==> config.mk <==
export PLATFORM = sky130hd
export DESIGN_NAME = bsq_branch_seq
export DESIGN_NICKNAME = d
export VERILOG_FILES = /design/src/rtl/bsq_pkg.sv /design/src/rtl/bsq_decode.sv /design/src/rtl/bsq_cond_eval.sv /design/src/rtl/bsq_ret_stack.sv /design/src/rtl/bsq_branch_seq.sv
export SDC_FILE = /design/constraint.sdc
export NUM_CORES = 1
export LEC_CHECK = 0
export BUFFER_PORTS_ARGS = -buffer_cell sky130_fd_sc_hd__buf_2
export CAP_MARGIN = 0
export CORE_UTILIZATION = 50
export DETAILED_ROUTE_END_ITERATION = 16
export PLACE_DENSITY = 0.82
export SYNTH_ARGS = -nofsm -noshare
export SYNTH_HDL_FRONTEND = slang
export SYNTH_SLANG_ARGS = --single-unit
==> constraint.sdc <==
create_clock -name clk -period 4.5 [get_ports clk]
set_clock_uncertainty 0.1 [all_clocks]
set_input_delay 0.675 -clock clk [delete_from_list [all_inputs] [get_ports clk]]
set_output_delay 0.675 -clock clk [all_outputs]
set_load 0.01 [all_outputs]
==> src/rtl/bsq_pkg.sv <==
package bsq_pkg;

   // Which flavour of control-flow instruction a decoded word is
   typedef enum logic [1:0] {
      KIND_BRANCH = 2'd0,
      KIND_CALL   = 2'd1,
      KIND_RET    = 2'd2,
      KIND_RSVD   = 2'd3
   } flow_kind_e;

   localparam int INSTR_W   = 16;
   localparam int GROUP_W   = 4;
   localparam int COND_W    = 3;
   localparam int PAYLOAD_W = 8;

   typedef struct packed {
      logic                  in_group;
      flow_kind_e            kind;
      logic [COND_W-1:0]     cond;
      logic [PAYLOAD_W-1:0]  payload;
   } flow_dec_t;

endpackage

==> src/rtl/bsq_decode.sv <==
module bsq_decode
   import bsq_pkg::*;
(
   input  logic [INSTR_W-1:0] instr,
   output flow_dec_t          dec
);

   always_comb begin
      dec.in_group = (instr[INSTR_W-1 -: GROUP_W] == '0);
      dec.cond     = instr[10:8];
      dec.payload  = instr[PAYLOAD_W-1:0];
      if (!instr[11]) begin
         dec.kind = KIND_BRANCH;
      end else begin
         case (instr[10:8])
            3'd0:    dec.kind = KIND_CALL;
            3'd1:    dec.kind = KIND_RET;
            default: dec.kind = KIND_RSVD;
         endcase
      end
   end

endmodule

==> src/rtl/bsq_cond_eval.sv <==
module bsq_cond_eval
   import bsq_pkg::*;
#(
   parameter int ACC_W = 16
)(
   input  logic [ACC_W-1:0]  acc,
   input  logic [COND_W-1:0] cond,
   output logic              take
);

   localparam int NUM_COND = 1 << COND_W;

   logic is_neg;
   logic is_zero;
   logic is_pos;
   logic [NUM_COND-1:0] take_vec;

   generate
      if (ACC_W < 2) begin : g_bad_acc
         $error("bsq_cond_eval: ACC_W must be at least 2");
      end
   endgenerate

   assign is_neg  = acc[ACC_W-1];
   assign is_zero = (acc == '0);
   assign is_pos  = !is_neg && !is_zero;

   // One condition per code; the index is the condition field value
   always_comb begin
      take_vec    = '0;
      take_vec[0] = 1'b1;               // long jump
      take_vec[1] = is_pos;
      take_vec[2] = is_neg;
      take_vec[3] = !is_zero;
      take_vec[4] = is_zero;
      take_vec[5] = !is_neg;
      take_vec[6] = is_neg || is_zero;
      take_vec[7] = 1'b1;               // short, unconditional
   end

   assign take = take_vec[cond];

endmodule

==> src/rtl/bsq_ret_stack.sv <==
module bsq_ret_stack #(
   parameter int DEPTH = 8,
   parameter int W     = 16
)(
   input  logic         clk,
   input  logic         rst_n,
   input  logic         push,
   input  logic         pop,
   input  logic [W-1:0] din,
   output logic [W-1:0] top,
   output logic         full,
   output logic         empty
);

   localparam int CNT_W = $clog2(DEPTH + 1);

   logic [CNT_W-1:0] cnt;
   logic [W-1:0]     mem [DEPTH];

   generate
      if (DEPTH < 1) begin : g_bad_depth
         $error("bsq_ret_stack: DEPTH must be at least 1");
      end
   endgenerate

   assign full  = (cnt == CNT_W'(DEPTH));
   assign empty = (cnt == '0);

   always_ff @(posedge clk or negedge rst_n) begin
      if (!rst_n) begin
         cnt <= '0;
      end else if (push && !full) begin
         cnt <= cnt + 1'b1;
      end else if (pop && !empty) begin
         cnt <= cnt - 1'b1;
      end
   end

   // Each entry owns its write enable: it is written when it is the next free slot
   generate
      for (genvar g = 0; g < DEPTH; g++) begin : g_entry
         localparam logic [CNT_W-1:0] SLOT = CNT_W'(g);
         always_ff @(posedge clk) begin
            if (push && !full && (cnt == SLOT)) begin
               mem[g] <= din;
            end
         end
      end
   endgenerate

   always_comb begin
      top = '0;
      for (int i = 0; i < DEPTH; i++) begin
         if (cnt == CNT_W'(i + 1)) begin
            top = mem[i];
         end
      end
   end

endmodule

==> src/rtl/bsq_branch_seq.sv <==
module bsq_branch_seq
   import bsq_pkg::*;
#(
   parameter int PC_W        = 16,
   parameter int ACC_W       = 16,
   parameter int STACK_DEPTH = 8
)(
   input  logic               clk,
   input  logic               rst_n,
   input  logic               exec_valid,
   input  logic [INSTR_W-1:0] instr,
   input  logic [PC_W-1:0]    pc,
   input  logic [ACC_W-1:0]   acc,
   input  logic [PC_W-1:0]    follow_word,
   output logic               res_valid,
   output logic [PC_W-1:0]    next_pc,
   output logic               taken,
   output logic               reserved_hit,
   output logic               stack_err
);

   generate
      if (PC_W < PAYLOAD_W) begin : g_bad_pc
         $error("bsq_branch_seq: PC_W must hold the short target");
      end
      if (STACK_DEPTH < 1) begin : g_bad_stack
         $error("bsq_branch_seq: STACK_DEPTH must be at least 1");
      end
   endgenerate

   flow_dec_t        dec;
   logic             cond_take;
   logic             stk_full;
   logic             stk_empty;
   logic [PC_W-1:0]  stk_top;
   logic             fire;
   logic [PC_W-1:0]  seq_one;
   logic [PC_W-1:0]  seq_two;
   logic [PC_W-1:0]  short_tgt;
   logic [PC_W-1:0]  nxt;
   logic             nxt_taken;
   logic             want_push;
   logic             want_pop;
   logic             err_now;
   logic             rsv_now;

   bsq_decode u_decode (
      .instr (instr),
      .dec   (dec)
   );

   bsq_cond_eval #(.ACC_W(ACC_W)) u_cond (
      .acc  (acc),
      .cond (dec.cond),
      .take (cond_take)
   );

   assign fire      = exec_valid && dec.in_group;
   assign seq_one   = pc + PC_W'(1);
   assign seq_two   = pc + PC_W'(2);
   assign short_tgt = PC_W'(dec.payload);

   always_comb begin
      nxt       = seq_one;
      nxt_taken = 1'b0;
      want_push = 1'b0;
      want_pop  = 1'b0;
      err_now   = 1'b0;
      rsv_now   = 1'b0;
      case (dec.kind)
         KIND_BRANCH: begin
            if (cond_take) begin
               nxt_taken = 1'b1;
               nxt       = (dec.cond == '0) ? follow_word : short_tgt;
            end
         end
         KIND_CALL: begin
            if (stk_full) begin
               err_now = 1'b1;
               nxt     = seq_two;
            end else begin
               want_push = 1'b1;
               nxt_taken = 1'b1;
               nxt       = follow_word;
            end
         end
         KIND_RET: begin
            if (stk_empty) begin
               err_now = 1'b1;
            end else begin
               want_pop  = 1'b1;
               nxt_taken = 1'b1;
               nxt       = stk_top;
            end
         end
         default: begin
            rsv_now = 1'b1;
         end
      endcase
   end

   bsq_ret_stack #(.DEPTH(STACK_DEPTH), .W(PC_W)) u_stack (
      .clk   (clk),
      .rst_n (rst_n),
      .push  (fire && want_push),
      .pop   (fire && want_pop),
      .din   (seq_two),
      .top   (stk_top),
      .full  (stk_full),
      .empty (stk_empty)
   );

   always_ff @(posedge clk or negedge rst_n) begin
      if (!rst_n) begin
         res_valid    <= 1'b0;
         next_pc      <= '0;
         taken        <= 1'b0;
         reserved_hit <= 1'b0;
         stack_err    <= 1'b0;
      end else begin
         res_valid    <= fire;
         reserved_hit <= fire && rsv_now;
         if (fire) begin
            next_pc <= nxt;
            taken   <= nxt_taken;
         end
         if (fire && err_now) begin
            stack_err <= 1'b1;
         end
      end
   end

endmodule

; Yosys cells after proc, flatten, opt, wreduce, memory -nomap -nowiden
; Memories as Yosys holds them, arrays and structs flattened.
; Cells that the tools add are included.
[op_classes]
bitwise = 0
reduce_logical = 35
n_addsub = 4
n_div = 0
shift = 0
n_mul = 0
n_lt_le_gt_ge = 1
n_mux = 66
eq_ne = 11
[ops]
columns = operator, n
row1 = $mux W16, 19
row2 = $reduce_or A16 Y1, 7
row3 = $pmux W16 S3, 1
row4 = $mux W1, 32
row5 = $mux W3, 7
row6 = $add A16 B1 Y16 const B, 1
row7 = $add A16 B2 Y16 const B, 1
row8 = $eq A4 B3 Y1 const B, 4
row9 = $logic_and A1 B1 Y1, 16
row10 = $logic_not A16 Y1, 1
row11 = $eq A4 B2 Y1 const B, 2
row12 = $logic_not A4 Y1, 2
row13 = $mux W4, 2
row14 = $add A4 B1 Y4 const B, 1
row15 = $eq A4 B1 Y1 const B, 1
row16 = $eq A4 B4 Y1 const B, 1
row17 = $logic_not A1 Y1, 4
row18 = $lt A3 B4 Y1 const B, 1
row19 = $pmux W2 S2, 1
row20 = $sub A4 B1 Y4 const B, 1
row21 = $bmux W1 S3, 1
row22 = $eq A3 B1 Y1 const B, 1
row23 = $logic_not A3 Y1, 1
row24 = $pmux W1 S3, 1
row25 = 8 further kinds, 8
[totals]
mem_bits_ro = 0
latchBits = 0
mem_bits_rw = 128
out_inout_bits = 20
regBits = 24
wordCells = 124
n_memories = 1
[memory_table]
columns = memory, words, word_bits, rd, rd_ports_with_merged_regs, wr, line
row1 = u_stack.mem, 8, 16, 8, 0, 1, bsq_ret_stack.sv:18  ; logic [W-1:0] mem [DEPTH];

; Logic depth before layout (Yosys ltp)
; Gate-level depths: netlist of the first run.
[depth]
word_depth = 18
ltp_mapped = 12
ltp_nobuf = 11

; Cells and area by module
; From an unflattened synthesis of the first run, not the netlist that was laid out.
[hier_totals]
cells_unflattened = 612
hier_area_um2 = 7478.4
[by_module_without_submodules]
columns = module, instances, cells_per_inst, seq_area_each_um2, area_per_inst_um2
row1 = bsq_ret_stack, 1, 378, 3943.8, 5424.0
row2 = bsq_branch_seq, 1, 206, 500.5, 1851.8
row3 = bsq_decode, 1, 15, 0.0, 115.1
row4 = bsq_cond_eval, 1, 13, 0.0, 87.6

; Worst setup path after synthesis of the first run
; OpenSTA, ideal clock, no wires.
[synth_path]
path_kind = input to register
startpoint = input instr[8]
endpoint = memory u_stack.mem[0][0], enable pin
path_buffers = 1
setup_ns = 0.409
stages = 6
required_time_ns = 3.991
arrival_ns = 3.086
slack_ns = 0.905
cell_sequence = nor3_2 > nand2b_1 > ha_1 > clkbuf_1 > nand2_1 > nor3_1
[synth_between]
elab_chain_len = 18
[synth_lines]
columns = item, line
row1 = start: declaration, bsq_branch_seq.sv:11  ; input logic [INSTR_W-1:0] instr,
row2 = $eq A3 B1 Y1 or $logic_not A3 Y1 (tied branches), bsq_decode.sv:15  ; case (instr[10:8])
row3 = $pmux W2 S2 *, bsq_decode.sv:15
row4 = $mux W2 *, bsq_decode.sv:12  ; if (!instr[11]) begin
row5 = $eq A2 B1 Y1 *, bsq_branch_seq.sv:70  ; case (dec.kind)
row6 = $mux W1 *, bsq_branch_seq.sv:70
row7 = $logic_and A1 B1 Y1 *, bsq_branch_seq.sv:105  ; .push (fire && want_push),
row8 = $logic_and A1 B1 Y1 *, bsq_ret_stack.sv:44  ; if (push && !full && (cnt == SLOT)) begin
row9 = $logic_and A1 B1 Y1, bsq_ret_stack.sv:44
row10 = $mux W1, bsq_ret_stack.sv:44
row11 = $mux W1 (not written as such), bsq_ret_stack.sv:45  ; mem[g] <= din;
row12 = $reduce_or A16 Y1 (no source line), --
row13 = $mux W3 (no source line) or $mux W1 (tied branches) (7 in a row), --
row14 = end: declaration, bsq_ret_stack.sv:18
; Mark *: on every way between the ends. The rest lies on a longest branch, timed or not.

; Worst setup path after layout of the first run
[layout_path]
startpoint = input instr[8]
endpoint = memory u_stack.mem[4][1] (netlist: u_stack.mem[1][1]), enable pin
; The elaborated chain is that of the path after synthesis.

==> run summary, run 1 <==
The via density per instance came out at 6.73. The total congestion overflow after global routing is 0. Entering global routing, the biggest net connects 39 pins. The number of ports placed on the die boundary is 87.

The share of flip-flops with an asynchronous set or reset is 0.158. The worst-margin pin slew came out at 1.33 ns. From bottom edge to top edge, the die measures 127 um. The weighted congestion at the end of routability-driven global placement is 0.901. In the final routed layout, each cell accounts on average for 23.3 um. The design area came out at 9000 sq um. In this run the worst setup path terminates at u_stack.mem[1][1]$_DFFE_PP_. The relative slew slack came out at 0.108. The number of endpoints with negative hold slack in the final report was 0. The beginning of the worst register-to-register path is u_stack.cnt[1]$_DFFE_PN0P_. The total power per unit cell area came out at 424 nW/um^2.

After synthesis the cells add up to 7820 sq um. The flow ran to the end, and the final reports show no timing, DRC or antenna violations. The cell count after synthesis came out at 682.

The path class of the lowest-slack min-delay path is primary input to asynchronous set/reset pin. The proportion of netlist area held by the largest area contributor is 0.492. The net count of the mapped netlist came out at 759. Dividing the final minimum period by the clock period gives 0.726.

The setup TNS is 0 ns. The first-pass GRT wire length is 34300 um. The routed design has 22400 um of wire. The number of placement rows is 45.

The routed layout has 6464 vias. TritonCTS built the clock tree. Across every metal layer, demand over resource in global routing totals 0.286.

The hold-fix buffer count after cts came out at 0. The data arrival time at the worst-slack endpoint is 3.20 ns. Relative to the synthesized area, the layout overhead comes to 15.2%.

The placed instance area is 8470 sq um. The number of max-cap violations is 0. The kind of end point of the critical path is a flip-flop. The diode insertion count for antenna repair is 0.

The register-to-register path setup slack came out at 1.28 ns. Yosys attributes the largest share of cell area to sky130_fd_sc_hd__edfxtp_1 49%, sky130_fd_sc_hd__dfrtp_1 7.7%, sky130_fd_sc_hd__a21oi_1 2.9%. The average instance area after synthesis is 11.5 sq um. The overall die area is 16100 sq um. Setup violations remaining at the end of the flow were counted as 0.

The number of nets in the final layout is 836. The number of enable flip-flop cells after synthesis is 128. The highest net fanout along the worst path is 16. The level count of the clock H-tree came out at 4. The critical path data required time is 4.43 ns. The critical path is of the primary input to flip-flop type. The analysis attributes to cell leakage a power of 3.22 nW. The number of global-route vias before repair came out at 6256. The number of filler cells placed in the layout is 1200. The peak clock frequency supported by timing came out at 0.306 GHz. During placement, the flow inserted port buffers numbering 86. The count of antenna-violating nets left after detailed routing is 0. The buffer type at the clock tree root is sky130_fd_sc_hd__clkbuf_16. The number of antenna violations at the first check in global routing came out at 0.

The sort of element at the start of the critical path is a primary input. Gates resized during post-CTS repair numbered 0. The distinct cell type count of the synthesized netlist is 71.

The count of clock tree sinks came out at 152. Detailed placement ended at an HPWL of 15300 um. The prevailing post-synth register cell is sky130_fd_sc_hd__edfxtp_1.

The share of the yosys chip area belonging to registers came out at 0.569. The number of iterations in the first detailed-routing pass is 12. The number of cells on the worst reg-to-reg path is 9. The worst-case clock buffer depth is 2. The cell accounting for the most synthesized area is sky130_fd_sc_hd__edfxtp_1. Of the cells placed in the final design, the portion with a size suffix greater than 1 is 0.215. The endpoint identified for the worst register-to-register timing path is next_pc[12]$_DFFE_PN0P_.

Counting the buffers created by CTS gives 17. The number of synthesized register bits came out at 152. The clock period minus worst slack is 3.27 ns. The register clock-pin slew on the reported worst setup and hold paths came out at 0.06 ns. In the routed design, unresolved DRC markers number 0. Ranked by instance count, the synthesized netlist is headed by 128 x sky130_fd_sc_hd__edfxtp_1, 61 x sky130_fd_sc_hd__nand2_1, 46 x sky130_fd_sc_hd__a21oi_1, 40 x sky130_fd_sc_hd__o21ai_0, 27 x sky130_fd_sc_hd__clkbuf_1. For the worst-skew pair, the clock arrives at the later sink with an insertion delay of 0.43 ns.

Setup repair after global routing left no endpoint under its margin. After the first detailed-routing iteration, the DRC count stood at 957. The core footprint came out at 15200 sq um. The die width is 127 um. The final number of max-transition violations is 0. The maximum vdd ir drop came out at 0.000339 V. For this configuration, the core starts out at a cell density of 0.514. The number of warning messages in the yosys log came out at 0. Tracing the worst setup path back leads to its startpoint at instr[8]. Buffers added to address setup during post-CTS repair amount to 0. In the post-synthesis netlist, the cell with the most instances is sky130_fd_sc_hd__edfxtp_1.
metal layers:
layer / GRT usage / wire length [um] / vias up
met5: 0 / 0 / -
met4: 0.139 / 775 / 0
met3: 0.0771 / 2170 / 80
met2: 0.452 / 10800 / 426
met1: 0.366 / 8670 / 3128
li1: - / - / 2830
stage by stage:
step                std cells  setup slack [ns]   util  total power [mW]  hold WS, ns
finish                    960              1.23  0.592              3.81        0.149
global route              960              1.09  0.592              3.95        0.188
CTS                       960              1.30  0.592              3.79        0.160
detailed placement        928             0.892  0.557              2.49        0.347
global placement          928              1.05  0.557              2.48        0.357
floorplan                 682             0.905      -              2.18        0.279
state kept, by name, summed over array words and instances, names as in the netlist:
| signal | cells |
|---|---|
| res_valid | 1 |
| stack_err | 1 |
| taken | 1 |
| u_stack.mem | 128 |
| reserved_hit | 1 |
| u_stack.cnt | 4 |
| next_pc | 16 |
layout make-up:
type | count | area, sq um | area share
Clock buffer | 20 | 437 | 0.0485
Clock inverter | 12 | 98.8 | 0.0110
Inverter | 23 | 86.3 | 0.00959
Multi-Input combinational cell | 456 | 3100 | 0.344
Sequential cell | 152 | 4440 | 0.494
Tap cell | 188 | 235 | 0.0261
Timing Repair Buffer | 109 | 603 | 0.0670
how the worst min path moves through the flow:
| stage | start | endpoint |
|---|---|---|
| CTS | rst_n | res_valid$_DFF_PN0_ |
| global route | rst_n | stack_err$_DFFE_PN0P_ |
| detailed placement | stack_err$_DFFE_PN0P_ | stack_err$_DFFE_PN0P_ |
| floorplan | rst_n | next_pc[0]$_DFFE_PN0P_ |
| global placement | stack_err$_DFFE_PN0P_ | stack_err$_DFFE_PN0P_ |
| finish | rst_n | next_pc[12]$_DFFE_PN0P_ |
where the power goes:
| group | switching (mW) | total, mW | internal, mW |
|---|---|---|---|
| Clock | 0.567 | 1.32 | 0.757 |
| Combinational | 0.551 | 0.859 | 0.308 |
| Sequential | 0.0488 | 1.63 | 1.58 |
logic make-up (layout without fill, tap and decap cells):
logic type               after synthesis  after routing  share of synthesized area
AO/OA/AOI/OAI                        232            232                      0.211
AND/OR/NAND/NOR                      175            175                      0.118
adder cells (fa/ha/maj)               10             10                     0.0160
flip-flops                           152            152                      0.569
buffers and inverters                 74            164                     0.0397
multiplexers                           9              9                     0.0130
XOR/XNOR                              30             30                     0.0336
critical path, cell delays in order:
cell,delay (ns)
sky130_fd_sc_hd__buf_2,0.14
sky130_fd_sc_hd__nor3_2,0.19
sky130_fd_sc_hd__buf_4,0.20
sky130_fd_sc_hd__nand2b_1,0.18
sky130_fd_sc_hd__ha_1,0.17
sky130_fd_sc_hd__buf_4,0.19
sky130_fd_sc_hd__and2_1,0.24
sky130_fd_sc_hd__nand2_1,0.17
sky130_fd_sc_hd__nor3_2,1.03
cells in the final DEF, fill, tap and decap left out, types with 5 or more instances in the layout:
cell / n
sky130_fd_sc_hd__a211oi_1: 6
sky130_fd_sc_hd__a21oi_1: 46
sky130_fd_sc_hd__a221o_1: 7
sky130_fd_sc_hd__a221oi_1: 18
sky130_fd_sc_hd__a22oi_1: 12
sky130_fd_sc_hd__a31oi_1: 13
sky130_fd_sc_hd__a32oi_1: 7
sky130_fd_sc_hd__and2_1: 6
sky130_fd_sc_hd__buf_2: 86
sky130_fd_sc_hd__buf_4: 23
sky130_fd_sc_hd__clkbuf_16: 17
sky130_fd_sc_hd__dfrtp_1: 24
sky130_fd_sc_hd__edfxtp_1: 128
sky130_fd_sc_hd__ha_1: 10
sky130_fd_sc_hd__inv_1: 23
sky130_fd_sc_hd__mux2_2: 9
sky130_fd_sc_hd__nand2_1: 61
sky130_fd_sc_hd__nand2b_1: 9
sky130_fd_sc_hd__nand3_1: 15
sky130_fd_sc_hd__nand3b_1: 5
sky130_fd_sc_hd__nand4_1: 8
sky130_fd_sc_hd__nor2_1: 21
sky130_fd_sc_hd__nor2b_1: 5
sky130_fd_sc_hd__nor3_1: 7
sky130_fd_sc_hd__nor3_2: 8
sky130_fd_sc_hd__nor4_1: 6
sky130_fd_sc_hd__o2111ai_1: 5
sky130_fd_sc_hd__o21ai_0: 40
sky130_fd_sc_hd__o221ai_1: 15
sky130_fd_sc_hd__o22a_1: 7
sky130_fd_sc_hd__o22ai_1: 16
sky130_fd_sc_hd__xnor2_1: 14
sky130_fd_sc_hd__xor2_1: 16
Note: power is estimated with default switching activity, not from simulation.
==> run 2: changes to the inputs <==
--- a/config.mk
+++ b/config.mk
@@ -9,7 +9,7 @@
 export CAP_MARGIN = 0
 export CORE_UTILIZATION = 50
 export DETAILED_ROUTE_END_ITERATION = 16
-export PLACE_DENSITY = 0.82
+export PLACE_DENSITY = 0.84
 export SYNTH_ARGS = -nofsm -noshare
 export SYNTH_HDL_FRONTEND = slang
 export SYNTH_SLANG_ARGS = --single-unit
==> constraint.sdc (replaced) <==
create_clock -name clk -period 2.7 [get_ports clk]
set_clock_uncertainty 0.1 [all_clocks]
set_input_delay 0.405 -clock clk [delete_from_list [all_inputs] [get_ports clk]]
set_output_delay 0.405 -clock clk [all_outputs]
set_load 0.01 [all_outputs]
==> run 2 against run 1 <==
Compared with the run above: critical path depth is 4 lower; first-iteration DRC count is 21% higher; die area stayed put; critical path type is now flip-flop to flip-flop; sequential share of layout area is 2.9 points lower; highest routed layer unchanged; cell count is 5.1% higher; clock power is 80% higher; count of clock-buffer cells in the layout is 3 lower; total power is 77% higher; cell area is 6.2% higher; via count is 6.4% higher; combinational power is 91% higher.
==> run summary, run 2 (synthesis gave the netlist of run 1 again) <==
The kind of end point of the critical path is a flip-flop (unchanged). The final count of negative-setup-slack endpoints is 0 (unchanged). The fraction of met1 tracks used by global routing is 0.409 (was 0.366).

The wire length after detailed routing came out at 23500 um (was 22400 um). The largest net degree at the start of global routing is 38 (was 39). The share of final-layout standard cells stronger than drive strength 1 came out at 0.267 (was 0.215). The TritonCTS clock tree was done (unchanged). The number of buffers created by CTS came out at 17 (unchanged). The maximum vdd ir drop is 0.000714 V (was 0.000339 V). The worst-margin pin slew is 1.06 ns (was 1.33 ns). The total power per unit cell area came out at 704 nW/um^2 (was 424 nW/um^2). The share of the clock period used by the worst path came out at 0.944.

The setup TNS came out at 0 ns (unchanged). The combinational power share came to 0.243 (was 0.225). The clock period minus worst slack came out at 2.55 ns. The peak clock frequency supported by timing came out at 0.392 GHz. The highest net fanout along the worst path came out at 16 (unchanged). The chip height is 127 um (unchanged). The flip-flop count of the largest register after layout came to 128 (unchanged). The number of placement rows came out at 45 (unchanged). The initial standard-cell utilization of the core is 0.514 (unchanged).

The count of unresolved DRC violations after routing is 0 (unchanged). The final hold slack came to 0.199 ns (was 0.149 ns). The number of iterations in the first detailed-routing pass is 5 (was 12). The count of clock tree sinks is 152 (unchanged). The worst-skew pair later-pin latency is 0.43 ns (about the same).

Highest-count cells in the layout ignoring fill and taps: 128 x sky130_fd_sc_hd__edfxtp_1, 86 x sky130_fd_sc_hd__buf_2, 63 x sky130_fd_sc_hd__buf_4 (was 128 x sky130_fd_sc_hd__edfxtp_1, 86 x sky130_fd_sc_hd__buf_2, 61 x sky130_fd_sc_hd__nand2_1). The number of ports placed on the die boundary came to 87 (unchanged). The number of endpoints with negative hold slack in the final report is 0 (unchanged).

The busiest metal layer after global routing is met2 (unchanged). The post-DP HPWL is 16400 um (was 15300 um). The per-cell routed wire length came out at 23.3 um (about the same). The placed instance area is 8960 sq um (was 8470 sq um). The cell with the largest stage delay on the worst path was sky130_fd_sc_hd__dfrtp_1 (was sky130_fd_sc_hd__nor3_2). The diode insertion count for antenna repair is 0 (unchanged).

Biggest registers after layout: u_stack.mem (128), next_pc (16), u_stack.cnt (4) (unchanged). The number of nets in the final layout was 886 (was 836). The number of global-route vias before repair is 6401 (was 6256).

The stage delay of the slowest cell on the critical path came out at 0.77 ns (was 1.03 ns). The sequential cell fraction of total power is 0.403 (was 0.428). The count of antenna-violating nets left after detailed routing came out at 0 (unchanged). The share of total power consumed by net switching came out at 0.299 (was 0.306).

The buffer type at the clock tree root was sky130_fd_sc_hd__clkbuf_16 (unchanged). The critical path data required time is 2.72 ns (was 4.43 ns). The buffers inserted during post-CTS setup optimization came out at 0 (unchanged). The first-pass GRT wire length was 35800 um (was 34300 um). The total congestion overflow after global routing was 0 (unchanged).

The sort of element at the start of the critical path is a flip-flop (was primary input). The internal power consumption came out at 4.72 mW (was 2.65 mW). The design area came out at 9560 sq um (was 9000 sq um).

The register clock-pin slew on the reported worst setup and hold paths is 0.06 ns (about the same). The die width came out at 127 um (unchanged). The level count of the clock H-tree came out at 4 (unchanged). Cell Chain, Critical Path: nand3b_1 -> and2_1 -> nand2_1 -> nor3_4 -> buf_4 (was buf_2 -> nor3_2 -> buf_4 -> nand2b_1 -> ha_1 -> buf_4 -> and2_1 -> nand2_1 -> nor3_2). The weighted congestion at the end of routability-driven global placement was 0.979 (was 0.901). The via density per instance came out at 6.82 (was 6.73). The worst path buffer plus inverter count came out at 1 (was 3). The relative slew slack was 0.286 (was 0.108).

The met2 track demand over resource in global routing is 0.471 (was 0.452). The path class of the lowest-slack min-delay path was primary input to flip-flop (was primary input to asynchronous set/reset pin). The area added between synthesis and finish came out at 22.3% (was 15.2%). The data arrival time at the worst-slack endpoint came out at 2.57 ns (was 3.20 ns). The overall die area came out at 16100 sq um (unchanged). The global routing usage on met3 is 0.0637 (was 0.0771). The cell count after placement was 977 (was 928). The total net switching power is 2.02 mW (was 1.17 mW). The worst-case clock buffer depth is 2 (unchanged). The utilization after layout is 0.629 (was 0.592). Run status: completed (unchanged). The number of antenna violations at the first check in global routing is 0 (unchanged). The clock network power share came to 0.354 (was 0.347).

The most frequent standard cell in the layout excluding fill and tap cells is sky130_fd_sc_hd__edfxtp_1 (unchanged). The filler-free cell count of the finished design is 1009 (was 960). The final number of max-transition violations is 0 (unchanged).

The register name with the most flops is u_stack.mem (unchanged). The aggregate global-route resource usage is 0.297 (was 0.286). The critical path class is flip-flop to flip-flop (was primary input to flip-flop). The overall via count from detail_route is 6879 (was 6464).

The total leakage power was 3.54 nW (was 3.22 nW). The core footprint is 15200 sq um (unchanged). The category of cells accounting for the largest share of critical-path delay was simple AND/OR/NAND/NOR gates (unchanged).

The number of max-cap violations came to 0 (unchanged). The detailed router's first-iteration violation count is 1160 (was 957). Setup repair after global routing missed its margin: no (unchanged). The count of buffers inserted at the top-level ports is 86 (unchanged).
-- run 2: tightest hold or removal path: stages --
cell                       delay, ns
sky130_fd_sc_hd__buf_2          0.10
sky130_fd_sc_hd__a221oi_1       0.07
sky130_fd_sc_hd__a21oi_1        0.11
-- run 2: power by group through the flow --
| stage | clock (mW) | combinational [mW] | sequential, mW |
|---|---|---|---|
| 3_5_place_dp | 0 | 1.57 | 2.76 |
| 5_1_grt | 2.48 | 1.75 | 2.72 |
| 4_1_cts | 2.38 | 1.59 | 2.71 |
| 6_report | 2.38 | 1.64 | 2.72 |
| 2_1_floorplan | 0 | 0.876 | 2.77 |
| 3_3_place_gp | 0 | 1.54 | 2.76 |
-- run 2: area by class of cell --
| class | instances | area, sq um |
|---|---|---|
| clock buffers | 17 | 425 |
| flip-flops and latches | 152 | 4440 |
| clock inverters | 14 | 156 |
| repair buffers | 159 | 1090 |
| fillers | 1110 | 5640 |
| inverters | 23 | 86.3 |
| well taps | 188 | 235 |
| multi-input cells | 456 | 3120 |
-- run 2: per-layer routing --
layer / vias up / wire, um
met3: 68 / 2820
li1: 2933 / -
met2: 555 / 11200
met1: 3323 / 8870
met4: 0 / 582
met5: - / 0
-- run 2: path summary, 6_finish.rpt --
check	cells after the start	end	startpoint	slack [ns]
setup / recovery	5	u_stack.mem[1][15]$_DFFE_PP_	u_stack.cnt[2]$_DFFE_PN0P_	0.15
hold / removal	3	next_pc[3]$_DFFE_PN0P_	follow_word[3]	0.20
setup reg to reg	5	u_stack.mem[1][15]$_DFFE_PP_	u_stack.cnt[2]$_DFFE_PN0P_	0.15
hold reg to reg	1	stack_err$_DFFE_PN0P_	stack_err$_DFFE_PN0P_	0.38
max in group asynchronous	2	reserved_hit$_DFF_PN0_	rst_n	1.67
min in group asynchronous	2	next_pc[1]$_DFFE_PN0P_	rst_n	0.42
-- run 2: metrics by stage --
step	power (mW)	setup slack (ns)
after floorplan	3.65	-0.187
after global placement	4.30	0.000546
after detailed placement	4.33	-0.0545
after CTS	6.69	0.0928
after global routing	6.95	0.0186
final	6.73	0.150
-- run 2: repair_timing --
item	in CTS	in global routing
setup endpoints to repair	1	3
cloned	0	0
resized for setup	1	3
hold endpoints to repair	24	0
hold buffers	1	0
==> run 3: changes to the inputs <==
==> constraint.sdc (replaced) <==
create_clock -name clk -period 2.2 [get_ports clk]
set_clock_uncertainty 0.1 [all_clocks]
set_input_delay 0.33 -clock clk [delete_from_list [all_inputs] [get_ports clk]]
set_output_delay 0.33 -clock clk [all_outputs]
set_load 0.01 [all_outputs]
==> run 3 against run 2 <==
Compared with the run above: the flow now finishes with violations (setup timing); first-iteration DRC count fell by 11%; clock power up 16%; worst hold slack got worse by 0.032 ns; non-clock buffer count increased by 80; sequential share of layout area fell by 5.7 points; largest power group unchanged; highest routed layer unchanged.
==> run summary, run 3 (synthesis gave the netlist of run 1 again) <==
The count of clock tree sinks is 152 (unchanged). The number of buffers created by CTS came out at 17 (unchanged). The share of the clock period used by the worst path came out at 1.08 (was 0.944). The path class of the lowest-slack min-delay path is primary input to flip-flop (unchanged).

The die width came out at 127 um (unchanged). The critical path data required time is 2.40 ns (was 2.72 ns). The stage delay of the slowest cell on the critical path came out at 0.44 ns (was 0.77 ns). The most repeated library cell on the critical path is sky130_fd_sc_hd__a21oi_1. The total leakage power is 4.14 nW (was 3.54 nW). The share of final-layout standard cells stronger than drive strength 1 is 0.425 (was 0.267). The cell count after placement came out at 1041 (was 977).

The register clock-pin slew on the reported worst setup and hold paths is 0.06 ns (about the same). The flip-flop count of the largest register after layout is 128 (unchanged). The worst-skew pair later-pin latency came to 0.43 ns (about the same).

The area used by multi-input combinational logic came out at 3740 sq um (was 3120 sq um). The checks that failed: setup timing. The diode insertion count for antenna repair is 0 (unchanged). The count of buffers inserted at the top-level ports came to 86 (unchanged). The kind of end point of the critical path is a flip-flop (unchanged). The level count of the clock H-tree came out at 4 (unchanged). The peak clock frequency supported by timing came out at 0.420 GHz (was 0.392 GHz). Run status: complete, but fails checks (was completed). Biggest registers after layout: u_stack.mem (128), next_pc (16), u_stack.cnt (4) (unchanged). Setup repair after global routing missed its margin: yes (was no).

The wire length after detailed routing is 27900 um (was 23500 um). The number of global-route vias before repair came out at 6990 (was 6401). The final number of max-transition violations was 0 (unchanged). The aggregate global-route resource usage came out at 0.331 (was 0.297). The most frequent standard cell in the layout excluding fill and tap cells is sky130_fd_sc_hd__edfxtp_1 (unchanged). The initial standard-cell utilization of the core came out at 0.514 (unchanged). The worst-case clock buffer depth came out at 2 (unchanged). The category of cells accounting for the largest share of critical-path delay was compound AO/OA/AOI/OAI gates (was simple AND/OR/NAND/NOR gates).

The number of endpoints with negative hold slack in the final report came out at 0 (unchanged). The filler-free cell count of the finished design came out at 1086 (was 1009). The overall via count from detail_route came to 7466 (was 6879). The placed instance area came out at 9600 sq um (was 8960 sq um). The per-cell routed wire length is 25.7 um (was 23.3 um). The via density per instance is 6.87 (was 6.82). The design area came out at 10900 sq um (was 9560 sq um). The core footprint came out at 15200 sq um (unchanged). The relative slew slack came out at 0.558 (was 0.286). The detailed router's first-iteration violation count is 1030 (was 1160). The worst-margin pin slew was 0.663 ns (was 1.06 ns). The weighted congestion at the end of routability-driven global placement came to 0.986 (was 0.979). The maximum vdd ir drop is 0.000666 V (was 0.000714 V). Cell Chain, Critical Path: inv_2 -> ha_4 -> buf_6 -> nand4b_1 -> inv_1 -> buf_4 -> a21oi_1 -> o21ai_0 -> a221oi_2 -> a21oi_1 (was nand3b_1 -> and2_1 -> nand2_1 -> nor3_4 -> buf_4). The number of max-cap violations was 0 (unchanged). The final hold slack came out at 0.166 ns (was 0.199 ns). The number of iterations in the first detailed-routing pass came out at 6 (was 5). The number of nets in the final layout came out at 966 (was 886). The total power per unit cell area came to 822 nW/um^2 (was 704 nW/um^2). The register name with the most flops is u_stack.mem (unchanged). The overall die area came out at 16100 sq um (unchanged). The area added between synthesis and finish was 39.4% (was 22.3%). The highest net fanout along the worst path is 5 (was 16). The data arrival time at the worst-slack endpoint is 2.58 ns (was 2.57 ns). The final count of negative-setup-slack endpoints was 43 (was 0). The number of ports placed on the die boundary was 87 (unchanged). The first-pass GRT wire length is 39500 um (was 35800 um). The total congestion overflow after global routing is 0 (unchanged).

The worst-case setup slack after placement came out at -0.411 ns (was -0.0545 ns). The clock period minus worst slack is 2.38 ns (was 2.55 ns). The register area came out at 4450 sq um (was 4440 sq um). The worst-case setup margin in the final layout came out at -0.180 ns (was 0.150 ns). The number of filler cells placed in the layout is 960 (was 1110). The worst path buffer plus inverter count came to 4 (was 1). The number of placement rows was 45 (unchanged). The critical path class was flip-flop to flip-flop (unchanged). The post-DP HPWL came out at 17900 um (was 16400 um).

Highest-count cells in the layout ignoring fill and taps: 128 x sky130_fd_sc_hd__edfxtp_1, 117 x sky130_fd_sc_hd__buf_4, 86 x sky130_fd_sc_hd__buf_2 (was 128 x sky130_fd_sc_hd__edfxtp_1, 86 x sky130_fd_sc_hd__buf_2, 63 x sky130_fd_sc_hd__buf_4). The sort of element at the start of the critical path is a flip-flop (unchanged). The buffer type at the clock tree root is sky130_fd_sc_hd__clkbuf_16 (unchanged). The chip height is 127 um (unchanged). The cell with the largest stage delay on the worst path is sky130_fd_sc_hd__dfrtp_1 (unchanged). The TritonCTS clock tree is done (unchanged). The count of antenna-violating nets left after detailed routing came out at 0 (unchanged). The largest net degree at the start of global routing came out at 25 (was 38).

The number of antenna violations at the first check in global routing is 0 (unchanged). The count of unresolved DRC violations after routing was 0 (unchanged).
## run 3: changes by cell type in the layout (fill, tap and decap cells not counted), moves of 6 or more
| cell | before | now |
|---|---|---|
| sky130_fd_sc_hd__buf_4 | 63 | 117 |
| sky130_fd_sc_hd__o21ai_0 | 40 | 27 |
| sky130_fd_sc_hd__a221oi_1 | 18 | 3 |
| sky130_fd_sc_hd__a22oi_1 | 12 | 6 |
| sky130_fd_sc_hd__buf_6 | 0 | 17 |
| sky130_fd_sc_hd__a21oi_2 | 0 | 8 |
| sky130_fd_sc_hd__nor3_2 | 6 | 0 |
| sky130_fd_sc_hd__a221oi_2 | 1 | 11 |
| sky130_fd_sc_hd__nor3_4 | 2 | 8 |
| sky130_fd_sc_hd__o21ai_1 | 2 | 11 |
| sky130_fd_sc_hd__ha_1 | 9 | 3 |
| sky130_fd_sc_hd__a22oi_2 | 0 | 6 |
| sky130_fd_sc_hd__a21oi_1 | 46 | 38 |
## run 3: where the power goes
group	switching [mW]	leakage, nW	internal [mW]
logic	1.61	2.44	1.24
registers	0.104	1.44	3.24
clock network	1.14	0.261	1.63
total	2.85	4.14	6.11
## run 3: area by class of cell
class	count	share of cell area
clock buffer	18	0.0394
timing repair buffer	239	0.169
inverter	23	0.00815
tap	188	0.0216
multi-input combinational	456	0.343
sequential	152	0.408
clock inverter	10	0.00988
## run 3: worst min-delay path: cells and delay by family
family | cells | cell delay (ns)
AOI/OAI and AO/OA | 2 | 0.14
xor gates and xnor gates | 1 | 0.08
buffers and inverters | 1 | 0.11
## run 3: per-layer routing
layer	vias to the layer above	part of all wire	global-route usage
li1	3096	-	-
met1	3599	0.36	0.432
met2	610	0.48	0.530
met3	161	0.11	0.0808
met4	0	0.050	0.143
met5	-	0	0
## run 3: what timing repair did
item                                    CTS  global route
setup buffers                             9             7
hold buffers                              1             0
hold endpoints to repair                 24             0
pin swaps                                20            46
cloned                                    0             0
gates resized for setup                  51            88
endpoints found under the setup margin   16            83
## run 3: per-stage QoR
| step | setup TNS (ns) | utilization | power, mW |
|---|---|---|---|
| after floorplan | -1.94 | - | 4.53 |
| after global placement | -6.51 | 0.631 | 5.45 |
| after detailed placement | -11.75 | 0.631 | 5.51 |
| after CTS | -0.0588 | 0.686 | 8.47 |
| after global routing | -6.54 | 0.717 | 9.21 |
| final | -1.71 | 0.717 | 8.96 |
## run 3: worst paths after layout
path                            slack (ns)                        from  cells after the start                    endpoint
max in group asynchronous             1.14                       rst_n                      2  u_stack.cnt[0]$_DFFE_PN0P_
worst min register to register        0.37       stack_err$_DFFE_PN0P_                      1       stack_err$_DFFE_PN0P_
min in group asynchronous             0.38                       rst_n                      2     next_pc[10]$_DFFE_PN0P_
worst min-delay path                  0.17                      pc[15]                      4     next_pc[15]$_DFFE_PN0P_
worst max-delay path                 -0.18  u_stack.cnt[1]$_DFFE_PN0P_                     10      next_pc[3]$_DFFE_PN0P_
worst max register to register       -0.18  u_stack.cnt[1]$_DFFE_PN0P_                     10      next_pc[3]$_DFFE_PN0P_
